[config.mk]
export PLATFORM = sky130hd
export DESIGN_NAME = dual_slope_pwm
export DESIGN_NICKNAME = d
export VERILOG_FILES = /design/src/rtl/dspwm_pkg.sv /design/src/rtl/dspwm_regs.sv /design/src/rtl/dspwm_counter.sv /design/src/rtl/dspwm_chan.sv /design/src/rtl/dspwm_flags.sv /design/src/rtl/dual_slope_pwm.sv
export SDC_FILE = /design/constraint.sdc
export NUM_CORES = 1
export LEC_CHECK = 0
export CAP_MARGIN = 40
export CORE_UTILIZATION = 25
export CTS_BUF_LIST = sky130_fd_sc_hd__clkbuf_2
export DETAILED_ROUTE_END_ITERATION = 7
export GPL_TIMING_DRIVEN = 0
export PLACE_DENSITY = 0.44
export SYNTH_ARGS = -nofsm -noshare
export SYNTH_HDL_FRONTEND = slang
export SYNTH_SLANG_ARGS = --single-unit
[constraint.sdc]
create_clock -name clk -period 2.6 [get_ports clk]
set_input_delay 0.52 -clock clk [delete_from_list [all_inputs] [get_ports clk]]
set_output_delay 0.52 -clock clk [all_outputs]
set_load 0.1 [all_outputs]
[src/rtl/dspwm_pkg.sv]
package dspwm_pkg;
   localparam int FL_BOT  = 0;
   localparam int FL_PER  = 1;
   localparam int FL_CMP0 = 2;

   localparam int MODE_EN_BIT  = 1;
   localparam int MODE_INV_BIT = 0;

   typedef enum logic {
      DIR_DOWN = 1'b0,
      DIR_UP   = 1'b1
   } dir_e;
endpackage

[src/rtl/dspwm_regs.sv]
module dspwm_regs #(
   parameter int CNT_W   = 16,
   parameter int N_CH    = 3,
   parameter int AW      = 2,
   parameter int TOP_MIN = 3
) (
   input  logic                           clk,
   input  logic                           rst_n,
   input  logic                           wr_en,
   input  logic [AW-1:0]                  wr_addr,
   input  logic [CNT_W-1:0]               wr_data,
   input  logic                           top_sel,
   input  logic                           load,
   output logic [CNT_W-1:0]               top_act,
   output logic [N_CH-1:0][CNT_W-1:0]     cmp_act,
   output logic                           sel_act
);
   localparam logic [CNT_W-1:0] FLOOR = CNT_W'(TOP_MIN);

   logic [CNT_W-1:0]           per_buf;
   logic [N_CH-1:0][CNT_W-1:0] cmp_buf;
   logic [CNT_W-1:0]           top_src;
   logic [CNT_W-1:0]           top_lim;

   always_ff @(posedge clk or negedge rst_n) begin
      if (!rst_n) begin
         per_buf <= '1;
         cmp_buf <= '0;
      end else if (wr_en) begin
         if (wr_addr == '0) per_buf <= wr_data;
         for (int i = 0; i < N_CH; i++) begin
            if (wr_addr == AW'(i + 1)) cmp_buf[i] <= wr_data;
         end
      end
   end

   assign top_src = top_sel ? cmp_buf[0] : per_buf;
   assign top_lim = (top_src < FLOOR) ? FLOOR : top_src;

   always_ff @(posedge clk or negedge rst_n) begin
      if (!rst_n) begin
         top_act <= '1;
         cmp_act <= '0;
         sel_act <= 1'b0;
      end else if (load) begin
         top_act <= top_lim;
         cmp_act <= cmp_buf;
         sel_act <= top_sel;
      end
   end
endmodule

[src/rtl/dspwm_counter.sv]
module dspwm_counter
   import dspwm_pkg::*;
#(
   parameter int CNT_W = 16
) (
   input  logic             clk,
   input  logic             rst_n,
   input  logic             tick,
   input  logic [CNT_W-1:0] top,
   output logic [CNT_W-1:0] cnt,
   output logic             dir_up,
   output logic             bottom_ev,
   output logic             top_ev
);
   dir_e dir;

   assign dir_up    = (dir == DIR_UP);
   assign bottom_ev = tick && (cnt == '0);
   assign top_ev    = tick && dir_up && (cnt >= top);

   always_ff @(posedge clk or negedge rst_n) begin
      if (!rst_n) begin
         cnt <= '0;
         dir <= DIR_UP;
      end else if (tick) begin
         if (dir_up) begin
            if (cnt >= top) begin
               cnt <= cnt - 1'b1;
               dir <= DIR_DOWN;
            end else begin
               cnt <= cnt + 1'b1;
            end
         end else begin
            cnt <= cnt - 1'b1;
            if (cnt == CNT_W'(1)) dir <= DIR_UP;
         end
      end
   end
endmodule

[src/rtl/dspwm_chan.sv]
module dspwm_chan
   import dspwm_pkg::*;
#(
   parameter int CNT_W = 16
) (
   input  logic             clk,
   input  logic             rst_n,
   input  logic             tick,
   input  logic [CNT_W-1:0] cnt,
   input  logic [CNT_W-1:0] cmp,
   input  logic             dir_up,
   input  logic [1:0]       mode,
   output logic             pin,
   output logic             match
);
   logic wav;

   assign match = tick && (cnt == cmp);

   always_ff @(posedge clk or negedge rst_n) begin
      if (!rst_n)     wav <= 1'b0;
      else if (match) wav <= ~dir_up;
   end

   assign pin = mode[MODE_EN_BIT] & (wav ^ mode[MODE_INV_BIT]);
endmodule

[src/rtl/dspwm_flags.sv]
module dspwm_flags #(
   parameter int N_FL = 5
) (
   input  logic            clk,
   input  logic            rst_n,
   input  logic [N_FL-1:0] set,
   input  logic [N_FL-1:0] clr,
   output logic [N_FL-1:0] flags
);
   for (genvar k = 0; k < N_FL; k++) begin : g_bit
      always_ff @(posedge clk or negedge rst_n) begin
         if (!rst_n) flags[k] <= 1'b0;
         else        flags[k] <= (flags[k] & ~clr[k]) | set[k];
      end
   end
endmodule

[src/rtl/dual_slope_pwm.sv]
module dual_slope_pwm
   import dspwm_pkg::*;
#(
   parameter int CNT_W = 16,
   parameter int N_CH  = 3
) (
   input  logic                          clk,
   input  logic                          rst_n,
   input  logic                          tick,
   input  logic                          wr_en,
   input  logic [$clog2(N_CH+1)-1:0]     wr_addr,
   input  logic [CNT_W-1:0]              wr_data,
   input  logic                          top_sel,
   input  logic [2*N_CH-1:0]             out_mode,
   input  logic [N_CH+1:0]               flag_clr,
   output logic [N_CH-1:0]               pwm_out,
   output logic [CNT_W-1:0]              cnt_out,
   output logic [N_CH+1:0]               flags
);
   localparam int AW      = $clog2(N_CH + 1);
   localparam int N_FL    = N_CH + 2;
   localparam int TOP_MIN = 3;

   if (CNT_W < 2 || N_CH < 1) begin : g_bad_cfg
      $error("dual_slope_pwm: CNT_W must be >= 2 and N_CH >= 1");
   end

   logic [CNT_W-1:0]           top_act;
   logic [N_CH-1:0][CNT_W-1:0] cmp_act;
   logic                       sel_act;
   logic                       dir_up;
   logic                       bottom_ev;
   logic                       top_ev;
   logic [N_CH-1:0]            match;
   logic [N_FL-1:0]            flag_set;

   dspwm_regs #(.CNT_W(CNT_W), .N_CH(N_CH), .AW(AW), .TOP_MIN(TOP_MIN)) u_regs (
      .clk     (clk),
      .rst_n   (rst_n),
      .wr_en   (wr_en),
      .wr_addr (wr_addr),
      .wr_data (wr_data),
      .top_sel (top_sel),
      .load    (bottom_ev),
      .top_act (top_act),
      .cmp_act (cmp_act),
      .sel_act (sel_act)
   );

   dspwm_counter #(.CNT_W(CNT_W)) u_cnt (
      .clk       (clk),
      .rst_n     (rst_n),
      .tick      (tick),
      .top       (top_act),
      .cnt       (cnt_out),
      .dir_up    (dir_up),
      .bottom_ev (bottom_ev),
      .top_ev    (top_ev)
   );

   for (genvar i = 0; i < N_CH; i++) begin : g_ch
      dspwm_chan #(.CNT_W(CNT_W)) u_chan (
         .clk    (clk),
         .rst_n  (rst_n),
         .tick   (tick),
         .cnt    (cnt_out),
         .cmp    (cmp_act[i]),
         .dir_up (dir_up),
         .mode   (out_mode[2*i +: 2]),
         .pin    (pwm_out[i]),
         .match  (match[i])
      );
   end

   always_comb begin
      flag_set          = '0;
      flag_set[FL_BOT]  = bottom_ev;
      flag_set[FL_PER]  = top_ev & ~sel_act;
      for (int i = 0; i < N_CH; i++) flag_set[FL_CMP0 + i] = match[i];
      flag_set[FL_CMP0] = flag_set[FL_CMP0] | (top_ev & sel_act);
   end

   dspwm_flags #(.N_FL(N_FL)) u_flags (
      .clk   (clk),
      .rst_n (rst_n),
      .set   (flag_set),
      .clr   (flag_clr),
      .flags (flags)
   );
endmodule

# After elaboration in Yosys (flattened, before gate mapping)
# Cells that the tools add are included.
[word_totals] output_inout_bits=24 ff_bits=154 input_bits=34 wordCells=75
[op_classes] order_cmp=2 n_addsub=2 muxes=7 reduce_logical=12 bitwise_logic=26 n_eq_ne=7
[ops] op="$mux 16" n=4
[ops] op="$eq 16x16->1" n=3
[ops] op="$add 16x1->16 const B" n=1
[ops] op="$eq 16x1->1 const B" n=1
[ops] op="$ge 16x16->1" n=1
[ops] op="$logic_not 16->1" n=1
[ops] op="$lt 16x2->1 const B" n=1
[ops] op="$sub 16x1->16 const B" n=1
[ops] op="$and 1x1->1" n=10
[ops] op="$reduce_and 2->1" n=4
[ops] op="$not 1->1" n=7
[ops] op="$logic_and 1x1->1" n=6
[ops] op="$or 1x1->1" n=6
[ops] op="$eq 2x2->1 const B" n=2
[ops] op="$mux 1" n=3
[ops] op="$xor 1x1->1" n=3
[ops] op="$eq 2x1->1 const B" n=1
[ops] op="$logic_not 2->1" n=1

# Depth between registers and ports, before layout
# Gate-level depths: netlist of the first run.
[logic_depth] ltp_word=5 depth_mapped=10 ltp_nobuf=8

# Cells and area by module
# A second synthesis of the first run with hierarchy kept.
[hier_totals] hier_cells=584 hier_area_um2=7479.7
[modules_own_cells] mod="dspwm_regs" seq_area_each_um2=3268.1 n_inst=1 area_per_inst_um2=5026.1 cells_per_inst=322
[modules_own_cells] mod="dspwm_counter" seq_area_each_um2=426.7 n_inst=1 area_per_inst_um2=1534.0 cells_per_inst=164
[modules_own_cells] mod="dspwm_chan" seq_area_each_um2=25.0 n_inst=3 area_per_inst_um2=241.5 cells_per_inst=27
[modules_own_cells] mod="dspwm_flags" seq_area_each_um2=125.1 n_inst=1 area_per_inst_um2=181.4 cells_per_inst=15
[modules_own_cells] mod="dual_slope_pwm" seq_area_each_um2=0.0 n_inst=1 area_per_inst_um2=13.8 cells_per_inst=2

# Least setup slack after synthesis of the first run
# No wires, ideal clock.
[synth_path] path_kind="register to register" from="register u_cnt.cnt[0]" to="register u_cnt.cnt[12]" stages_incl_launch_ff=11 required_ns=2.464 period_less_slack_ns=3.228 setup_time_ns=0.136 path_buffers=2 path_slack_ns=-0.628 arrival_ns=3.092 path_cell_list="dfrtp_1 clkbuf_1 inv_1 ha_1 a31oi_1 nor2b_1 o311ai_1 nand4_1 buf_2 mux2i_1 xor2_1"
[synth_via] elab_chain_len=3 word_cells_on_any_way=5 classes_between="2 x add/sub; 1 x order compare; 2 x mux"
[synth_rtl] element="start: declaration" line="dspwm_counter.sv:10" source="output logic [CNT_W-1:0] cnt,"
[synth_rtl] element="start signal: assignment" line="dspwm_counter.sv:28" source="cnt <= cnt - 1'b1;"
[synth_rtl] element="start signal: assignment" line="dspwm_counter.sv:31" source="cnt <= cnt + 1'b1;"
[synth_rtl] element="start signal: assignment" line="dspwm_counter.sv:34" source="cnt <= cnt - 1'b1;"
[synth_rtl] element="$add 16x1->16 (tied with other cells)" line="dspwm_counter.sv:31"
[synth_rtl] element="$mux 16" line="dspwm_counter.sv:27" source="if (cnt >= top) begin"
[synth_rtl] element="$mux 16 (*)" line="dspwm_counter.sv:26" source="if (dir_up) begin"
# Every way passes the cells marked *; elsewhere a longest branch is shown, timed or not.
# A chain may end at the register's enable or synchronous reset.

# Worst setup path after layout of the first run
[layout_path] from="register u_regs.top_act[1]" to="register u_cnt.cnt[11]"
[layout_via] elab_chain_len=3
[layout_rtl] element="start: declaration" line="dspwm_regs.sv:14" source="output logic [CNT_W-1:0] top_act,"
[layout_rtl] element="start signal: assignment" line="dspwm_regs.sv:46" source="top_act <= top_lim;"
[layout_rtl] element="$ge 16x16->1" line="dspwm_counter.sv:27"
[layout_rtl] element="$mux 16" line="dspwm_counter.sv:27"
[layout_rtl] element="$mux 16" line="dspwm_counter.sv:26"
# Every way passes these cells.

==> impl_metrics.csv, run 1 <==
group,metric,value,unit
clock_tree,clock_latency,730,ps
power_and_ir_drop,total_power,0.009491,W
timing,period_minus_slack,2493,ps
timing,finalClockSkew,47.27,ps
global_routing,grt_max_degree,107,
synthesis,yosysSeqAreaShare,0.5181,
placement,hpwl,15590,µm
layout,area_growth,24.85,%
clock_tree,clk_pin_slew_worst_paths,230,ps
timing,tns,0,ps
die,rows,63,
layout,layout_commonest_cell,"nand2_1",
hold_path,hold_class,"primary input to async pin",
layout,design.final.nets,873,
placement,gp_congestion,0.7773,
die,io_pins,58,
detailed_routing,avgViaCountPerCell,4.384,
clock_tree,numCtsBuffers,17,
setup_path,cp.arrival,3140,ps
clock_tree,cts_tree,"yes",
synthesis,synth_cell_types,47,
power_and_ir_drop,leakagePower,4.218,nW
setup_path,cp_num_buf_inv,2,
setup_path,crit_fanout,5,
setup_path,cp-start-kind,"flip-flop",
detailed_routing,drc,0,
setup_path,cp-end-kind,"flip-flop",
clock_tree,htree_levels,4,
setup_path,r2r-start,"u_regs.top_act[1]$_DFFE_PN1P_",
layout,drive_gt1_frac,0.2572,
die,core_area,29640,µm²
power_and_ir_drop,p_per_area,1011,nW/µm²
detailed_routing,drtPass1Iterations,5,
clock_tree,clk_path_buf_depth,2,
detailed_routing,initialDrtViolationCount,260,
synthesis,synth_nets,766,
setup_path,crit_slowest_cell,"dfstp_2",
timing,maxSlewViolCount,0,
global_routing,met2_usage,0.2214,
timing,slew_headroom,0.4623,
setup_path,path_class,"flip-flop to flip-flop",
detailed_routing,antenna_left,0,
setup_path,critPathLaunch,"u_regs.top_act[1]$_DFFE_PN1P_",
die,dieArea,30770,µm²
synthesis,synthCells,712,
synthesis,async_flop_share,1.000,
global_routing,grt_pass1_vias,5483,
die,die_x,175.4,µm
layout,mostFrequentLayoutCells,"nand2_1 (184), dfrtp_1 (107), mux2_2 (64)",
clock_tree,cts.sinks,154,
setup_path,path_delay_family,"flip-flops",
setup_path,slowest_delay,560,ps
placement,io_buffer_count,56,
timing,hold_viol_final,0,
timing,worstMarginPinSlew,806.5,ps
global_routing,top_usage_layer,"met2",
run,drv_cap,0,
timing,setup-violations-final,0,
global_routing,track_usage,0.1472,
detailed_routing,vias,5362,
clock_tree,cts-root-buf,"clkbuf_2",
die,start_util,0.2537,
detailed_routing,routed_wirelength,21380,µm
synthesis,synthesis.area,7518,µm²
global_routing,grt_util_met1,0.2128,
synthesis,syn_area_per_cell,10.56,µm²
synthesis,ys.flop_type,"dfrtp_1",
timing,fmax,401.1,MHz
global_routing,met3_usage,0.03074,
global_routing,grt_overflow,0,
synthesis,synth-seq-cells,154,
synthesis,synth_edf_count,0,
global_routing,antenna_found_initial,1,
die,die-height,175.4,µm
synthesis,yosys_warnings,0,
run_status,status,"finished, final reports clean",
setup_path,path_cells,"inv_1, ha_1, nor2b_1, o211a_1, o311ai_2, nand4_1, buf_2, mux2i_1, xnor2_1",
setup_path,cp_data_required_time,3250,ps
global_routing,grt_pass1_wl,33420,µm
power_and_ir_drop,ir_drop,0.0004889,V
timing,period_share,0.9588,
detailed_routing,wire_per_inst,17.48,µm
cells in the mapped netlist (11+ instances only):
cell	n	area [µm²]
clkbuf_1	23	86.33
dfrtp_1	121	3028
dfstp_2	33	867.1
ha_1	20	250.2
inv_1	24	90.09
mux2_2	64	720.7
mux2i_1	32	320.3
nand2_1	184	690.7
nand3_1	13	65.06
nand4_1	17	106.4
nor2_1	11	41.29
o21ai_0	16	80.08
xnor2_1	42	367.9
xor2_1	25	219.0
timing repair:
item	CTS	global route
hold endpoints to repair	48	0
buffers inserted	6	2
hold buffers	1	0
gates resized for setup	7	17
cloned	0	1
setup endpoints to repair	84	82
pin swaps	2	3
final timing paths:
kind	endpoint	slack, ps	cells past startpoint
min reg2reg	u_regs.cmp_act[40]$_DFFE_PN0P_	470	2
min	u_flags.flags[3]$_DFF_PN0_	260	2
max	u_cnt.cnt[11]$_DFFE_PN0P_	110	9
max in group asynchronous	u_cnt.cnt[3]$_DFFE_PN0P_	1410	3
max reg2reg	u_cnt.cnt[11]$_DFFE_PN0P_	110	9
min in group clk	u_cnt.cnt[3]$_DFFE_PN0P_	290	4
power breakdown:
group | internal [W] | switching [W]
Combinational | 0.00180 | 0.00267
Clock | 0.000441 | 0.000928
Sequential | 0.00312 | 0.000532
Total | 0.00536 | 0.00413
cell type report:
cell class	count	area (µm²)
diodes	1	2.502
plain buffers	43	232.7
clock buffers	17	85.08
clock inverters	15	147.6
fillers	3121	20250
inverters	24	92.59
multi-input cells	491	3402
flip-flops and latches	154	3915
well taps	390	488.0
repair buffers	88	1021
registers in the layout, indices dropped and copies added, names as in the netlist:
signal,flops
g_ch.u_chan.wav,3
u_cnt.cnt,16
u_cnt.dir_up,1
u_flags.flags,5
u_regs.cmp_act,48
u_regs.cmp_buf,48
u_regs.per_buf,16
u_regs.sel_act,1
u_regs.top_act,16
cell families after synthesis:
group,synth area share
AO/OA/AOI/OAI,0.02829
XOR/XNOR,0.07805
adder cells (fa/ha/maj),0.03328
buffers and inverters,0.03994
flip-flops,0.5181
multiplexers,0.1385
AND/OR/NAND/NOR,0.1639
metal layers:
layer  up-vias  share of wire
met5         -              0
met4         0          0.015
met3        10          0.043
met2       101           0.44
met1      2661           0.50
li1       2590              -
metrics by stage:
step,utilization,area (µm²),cells,hold WS (ps),setup WS (ps)
after floorplan,-,7570,712,224.4,9.544
final,0.3167,9387,1223,263.5,107.1
after CTS,0.3140,9306,1219,186.6,0.5347
after detailed placement,0.3042,9016,1183,452.1,-355.6
after global placement,0.2908,8618,1158,446.3,-7088
after global routing,0.3167,9387,1223,153.6,-5.659
Power figures use the tool's default switching activity.
==> run 2, diff against run 1 <==
GPL_TIMING_DRIVEN = default   (was 0)
SETUP_SLACK_MARGIN = 0.2   (was default)
==> impl_metrics.csv, run 2 (synthesis results as in run 1) <==
group,metric,value,unit
clock_tree,clock_latency,760,ps
detailed_routing,initialDrtViolationCount,330,
setup_path,cp_num_buf_inv,4,
power_and_ir_drop,p_int,0.005156,W
setup_path,r2r-start,"u_regs.top_act[13]$_DFFE_PN1P_",
run,drv_cap,0,
timing,slew_headroom,0.5775,
clock_tree,clk_path_buf_depth,2,
placement,place_area,8777,µm²
power_and_ir_drop,clkPwrFrac,0.139,
timing,setup-violations-final,0,
setup_path,slowest_delay,580,ps
power_and_ir_drop,netSwitchingFraction,0.4535,
hold_path,hold_class,"primary input to async pin",
global_routing,grt_max_degree,53,
setup_path,r2r_cells,11,
setup_path,path_delay_family,"flip-flops",
detailed_routing,routed_wirelength,21060,µm
die,start_util,0.2537,
timing,rsz0062_at_grt,"true",
setup_path,crit_fanout,8,
layout,design.final.nets,854,
timing,maxSlewViolCount,0,
power_and_ir_drop,leakagePower,4.154,nW
placement,hpwl,15490,µm
timing,hold_viol_final,0,
detailed_routing,avgViaCountPerCell,4.352,
die,dieArea,30770,µm²
setup_path,cp.arrival,3070,ps
detailed_routing,antenna_left,0,
setup_path,cp_data_required_time,3270,ps
setup_path,cp.depth,11,
global_routing,antenna_found_initial,1,
placement,gp_congestion,0.7894,
die,die_x,175.4,µm
timing,tns,0,ps
timing,period_share,0.9231,
setup_path,r2r_setup_slack,200,ps
detailed_routing,drc,0,
setup_path,cp-end-kind,"flip-flop",
power_and_ir_drop,p_sw,0.004280,W
clock_tree,htree_levels,4,
layout,area_growth,24.71,%
power_and_ir_drop,p_per_area,1006,nW/µm²
global_routing,grt_pass1_wl,32470,µm
power_and_ir_drop,ir_drop,0.0004332,V
detailed_routing,drtPass1Iterations,4,
layout,drive_gt1_frac,0.3210,
setup_path,crit_path_frequent_cell,"buf_4",
setup_path,cp-start-kind,"flip-flop",
die,rows,63,
layout,reg.largest.list,"u_regs.cmp_act x48, u_regs.cmp_buf x48",
detailed_routing,vias,5244,
placement,io_buffer_count,57,
die,io_pins,58,
global_routing,track_usage,0.1421,
layout,fillers,3129,
timing,period_minus_slack,2400,ps
power_and_ir_drop,power_frac_seq,0.394,
clock_tree,clk_pin_slew_worst_paths,280,ps
setup_path,path_class,"flip-flop to flip-flop",
power_and_ir_drop,total_power,0.009436,W
power_and_ir_drop,combinationalPowerShare,0.467,
clock_tree,cts-root-buf,"clkbuf_2",
timing,worstMarginPinSlew,628.0,ps
global_routing,grt_pass1_vias,5353,
setup_path,reg2reg_to,"u_cnt.cnt[14]$_DFFE_PN0P_",
setup_path,crit_slowest_cell,"dfstp_2",
die,core_area,29640,µm²
layout,mostFrequentLayoutCells,"nand2_1 (181), dfrtp_1 (106), mux2_2 (64)",
timing,hold_ws,205.3,ps
setup_path,path_cells,"inv_1, ha_1, a21oi_1, o21ai_0, a211oi_1, buf_4, nand4_1, buf_4, buf_12, mux2i_4, xor2_1",
layout,layout_commonest_cell,"nand2_1",
clock_tree,numCtsBuffers,17,
timing,finalClockSkew,44.62,ps
die,die-height,175.4,µm
timing,fmax,416.7,MHz
layout,stdcell_area,9376,µm²
clock_tree,cts_tree,"yes",
run_status,status,"finished, final reports clean",
detailed_routing,wire_per_inst,17.47,µm
clock_tree,cts.sinks,154,
global_routing,grt_overflow,0,
## run 2: changes by cell type in the layout (fill, tap and decap cells not counted), sizes merged
cell           change
bufinv             -2
clkinv             -4
buf               +23
diode              +1
inv                +6
clkdlybuf4s50     -19
dlymetal6s2s       -1
clkbuf            -22
## run 2: metrics by stage
step	std cells	setup WS (ps)	util
2_1_floorplan	712	9.544	-
3_5_place_dp	1156	-47.35	0.2961
5_1_grt	1205	88.79	0.3164
4_1_cts	1192	175.4	0.3077
3_3_place_gp	1156	-25.42	0.2961
6_report	1205	200.0	0.3164
## run 2: final cells by class
cell class                      instances  area (µm²)  share of cell area
Antenna cell                            2       5.005           0.0005338
Timing Repair Buffer                  112        1080              0.1152
Sequential cell                       154        3921              0.4182
Inverter                               24       95.09             0.01014
Tap cell                              390       488.0             0.05204
Clock inverter                         15       130.1             0.01388
Clock buffer                           17       85.08            0.009074
Multi-Input combinational cell        491        3572              0.3810
## run 2: timing repair
action | CTS | global route
gates cloned | 1 | 0
endpoints found under the hold margin | 65 | 0
gates resized for setup | 13 | 38
pin swaps | 2 | 10
hold buffers | 1 | 0
setup endpoints to repair | 15 | 67
buffers inserted | 2 | 11
## run 2: power by group through the flow
stage                     logic, W  clock network [W]  registers (W)
after global placement     0.00397                  0        0.00379
after detailed placement   0.00399                  0        0.00380
after global routing       0.00476            0.00146        0.00381
after floorplan            0.00205                  0        0.00435
after CTS                  0.00409            0.00138        0.00375
final                      0.00441            0.00131        0.00371
## run 2: how the worst max path moves through the flow
stage,slack (ps),endpoint,start
after floorplan,10,u_cnt.cnt[12]$_DFFE_PN0P_,u_cnt.cnt[0]$_DFFE_PN0P_
after global placement,-30,u_regs.cmp_act[23]$_DFFE_PN0P_,tick
after detailed placement,-50,u_regs.top_act[1]$_DFFE_PN1P_,tick
after CTS,180,u_cnt.cnt[14]$_DFFE_PN0P_,u_regs.top_act[14]$_DFFE_PN1P_
after global routing,90,u_cnt.cnt[10]$_DFFE_PN0P_,u_regs.top_act[13]$_DFFE_PN1P_
final,200,u_cnt.cnt[14]$_DFFE_PN0P_,u_regs.top_act[13]$_DFFE_PN1P_
## run 2: worst reg2reg max path: stages, from the launching register on
cell and delay [ps]:
dfstp_2 580, inv_1 40, ha_1 280, a21oi_1 150
o21ai_0 90, a211oi_1 230, buf_4 170, nand4_1 120
buf_4 170, buf_12 140, mux2i_4 190, xor2_1 160
## run 2: metal layers
| metal | vias to the layer above | routed length, µm | track usage |
|---|---|---|---|
| li1 | 2556 | - | - |
| met1 | 2595 | 10760 | 0.2043 |
| met2 | 82 | 9450 | 0.2188 |
| met3 | 11 | 641 | 0.02835 |
| met4 | 0 | 209 | 0.03152 |
| met5 | - | 0 | 0 |
==> run 3, diff against run 2 <==
CORE_MARGIN = 3   (was default)
==> impl_metrics.csv, run 3 (synthesis results as in run 1) <==
group,metric,value,unit
timing,finalClockSkew,57.69,ps
timing,period_share,0.9587,
clock_tree,cts.sinks,154,
run_status,status,"finished, final reports clean",
placement,io_buffer_count,57,
die,core_area,29170,µm²
placement,place_area,8800,µm²
detailed_routing,highest_layer,"met4",
clock_tree,clk_path_buf_depth,2,
detailed_routing,dr_wl_met3,775,µm
detailed_routing,initialDrtViolationCount,350,
setup_path,path_cells,"inv_2, ha_4, nand2_4, nor4_4, buf_4, o21ai_2, buf_4, nand4_1, buf_4, buf_12, mux2i_2, xor2_1",
power_and_ir_drop,combinationalPowerShare,0.472,
setup_path,path_class,"flip-flop to flip-flop",
clock_tree,cts_tree,"yes",
layout,reg.largest.list,"u_regs.cmp_act x48, u_regs.cmp_buf x48",
timing,hold_viol_final,0,
die,start_util,0.2578,
die,die_x,179.4,µm
detailed_routing,wl_met1,10770,µm
detailed_routing,wl_met2,9654,µm
setup_path,cp-end-kind,"flip-flop",
die,io_pins,58,
power_and_ir_drop,clkPwrFrac,0.141,
clock_tree,cts-root-buf,"clkbuf_2",
timing,period_minus_slack,2493,ps
power_and_ir_drop,power_frac_seq,0.387,
global_routing,grt_max_degree,82,
layout,area_growth,25.01,%
power_and_ir_drop,p_int,0.005342,W
setup_path,crit_slowest_cell,"dfstp_2",
power_and_ir_drop,leakagePower,4.155,nW
global_routing,grt_pass1_wl,33330,µm
setup_path,cp.arrival,3150,ps
placement,pre_cts_ws,-105.9,ps
setup_path,slowest_delay,590,ps
layout,layout_commonest_cell,"nand2_1",
layout,stdcell_area,9399,µm²
timing,fmax,401.2,MHz
timing,worstMarginPinSlew,610.3,ps
global_routing,track_usage,0.1333,
detailed_routing,routed_wirelength,21350,µm
setup_path,r2r-start,"u_regs.top_act[15]$_DFFE_PN1P_",
clock_tree,htree_levels,4,
detailed_routing,avgViaCountPerCell,4.393,
detailed_routing,vias,5285,
power_and_ir_drop,p_sw,0.004229,W
timing,maxSlewViolCount,0,
power_and_ir_drop,ir_drop,0.0003196,V
clock_tree,numCtsBuffers,17,
placement,gp_congestion,0.7488,
detailed_routing,wire_per_inst,17.75,µm
setup_path,cp_data_required_time,3260,ps
timing,slew_headroom,0.5894,
placement,hpwl,15410,µm
die,rows,62,
power_and_ir_drop,netSwitchingFraction,0.4418,
timing,rsz0062_at_grt,"true",
layout,drive_gt1_frac,0.3264,
setup_path,cp-start-kind,"flip-flop",
global_routing,antenna_found_initial,1,
power_and_ir_drop,p_per_area,1018,nW/µm²
hold_path,hold_class,"primary input to async pin",
setup_path,critPathLaunch,"u_regs.top_act[15]$_DFFE_PN1P_",
clock_tree,clk_pin_slew_worst_paths,270,ps
run,drv_cap,0,
setup_path,crit_fanout,7,
layout,design.final.nets,856,
detailed_routing,antenna_left,0,
global_routing,grt_overflow,0,
detailed_routing,drtPass1Iterations,5,
die,die-height,179.4,µm
clock_tree,clock_latency,740,ps
detailed_routing,drc,0,
global_routing,grt_pass1_vias,5418,
die,dieArea,32190,µm²
layout,mostFrequentLayoutCells,"nand2_1 (181), dfrtp_1 (106), buf_4 (66)",
setup_path,crit_path_frequent_cell,"buf_4",
timing,setup_ws,107.5,ps
timing,setup-violations-final,0,
run 3: cell types whose count changed in the layout (fill, tap and decap cells not counted), moves of 3 or more:
cell	delta
buf_4	+4
clkbuf_2	+3
inv_6	-5
inv_8	-4
o21ai_1	-3
run 3: cell type report:
type	instances	area [µm²]
clock inverters	12	125.1
inverters	24	95.09
diodes	4	10.01
well taps	384	480.5
repair buffers	114	1074
clock buffers	20	100.1
flip-flops and latches	154	3921
fillers	3056	19770
multi-input cells	491	3593
run 3: what timing repair did:
action | CTS | global route
hold buffers | 1 | 0
buffers inserted | 4 | 8
setup endpoints to repair | 15 | 59
gates cloned | 0 | 0
endpoints found under the hold margin | 121 | 0
pin swaps | 14 | 17
gates resized for setup | 28 | 24
run 3: stage by stage:
stage / instances / total power (W) / setup TNS [ps] / hold WS, ps / util
detailed placement: 1154 / 0.007866 / -500.1 / 457.1 / 0.3017
global route: 1203 / 0.01022 / -6.830 / 223.2 / 0.3222
floorplan: 712 / 0.006395 / 0 / 224.4 / -
CTS: 1191 / 0.009448 / 0 / 237.2 / 0.3161
finish: 1203 / 0.009571 / 0 / 291.8 / 0.3222
global placement: 1154 / 0.007836 / -969.2 / 454.0 / 0.3017
run 3: final timing paths:
| kind | end | slack (ps) | depth (start not counted) |
|---|---|---|---|
| max | u_cnt.cnt[9]$_DFFE_PN0P_ | 110 | 12 |
| min | g_ch[2].u_chan.wav$_DFFE_PN0P_ | 290 | 3 |
| max reg2reg | u_cnt.cnt[9]$_DFFE_PN0P_ | 110 | 12 |
| min reg2reg | u_regs.cmp_act[40]$_DFFE_PN0P_ | 480 | 2 |
| max in group asynchronous | u_regs.top_act[14]$_DFFE_PN1P_ | 1820 | 3 |
| min in group clk | u_flags.flags[4]$_DFF_PN0_ | 290 | 2 |
run 3: layer usage:
layer	GRT usage	vias up
met5	0	-
met4	0.02197	0
met3	0.02607	10
met2	0.2068	86
met1	0.1961	2615
li1	-	2574
run 3: power groups by stage:
stage | Combinational, W | Clock (W) | Sequential, W
floorplan | 0.00205 | 0 | 0.00435
global placement | 0.00407 | 0 | 0.00376
detailed placement | 0.00411 | 0 | 0.00376
CTS | 0.00430 | 0.00141 | 0.00373
global route | 0.00491 | 0.00151 | 0.00379
finish | 0.00452 | 0.00135 | 0.00370
run 3: worst max-delay path: cells and delay by family (launching register included):
kind,cells,cell delay [ps]
and+or+nand+nor,3,440
buffers and inverters,5,690
adders and majority gates,1,270
DFF,1,590
xor gates and xnor gates,1,160
AOI/OAI and AO/OA,1,50
muxes,1,250
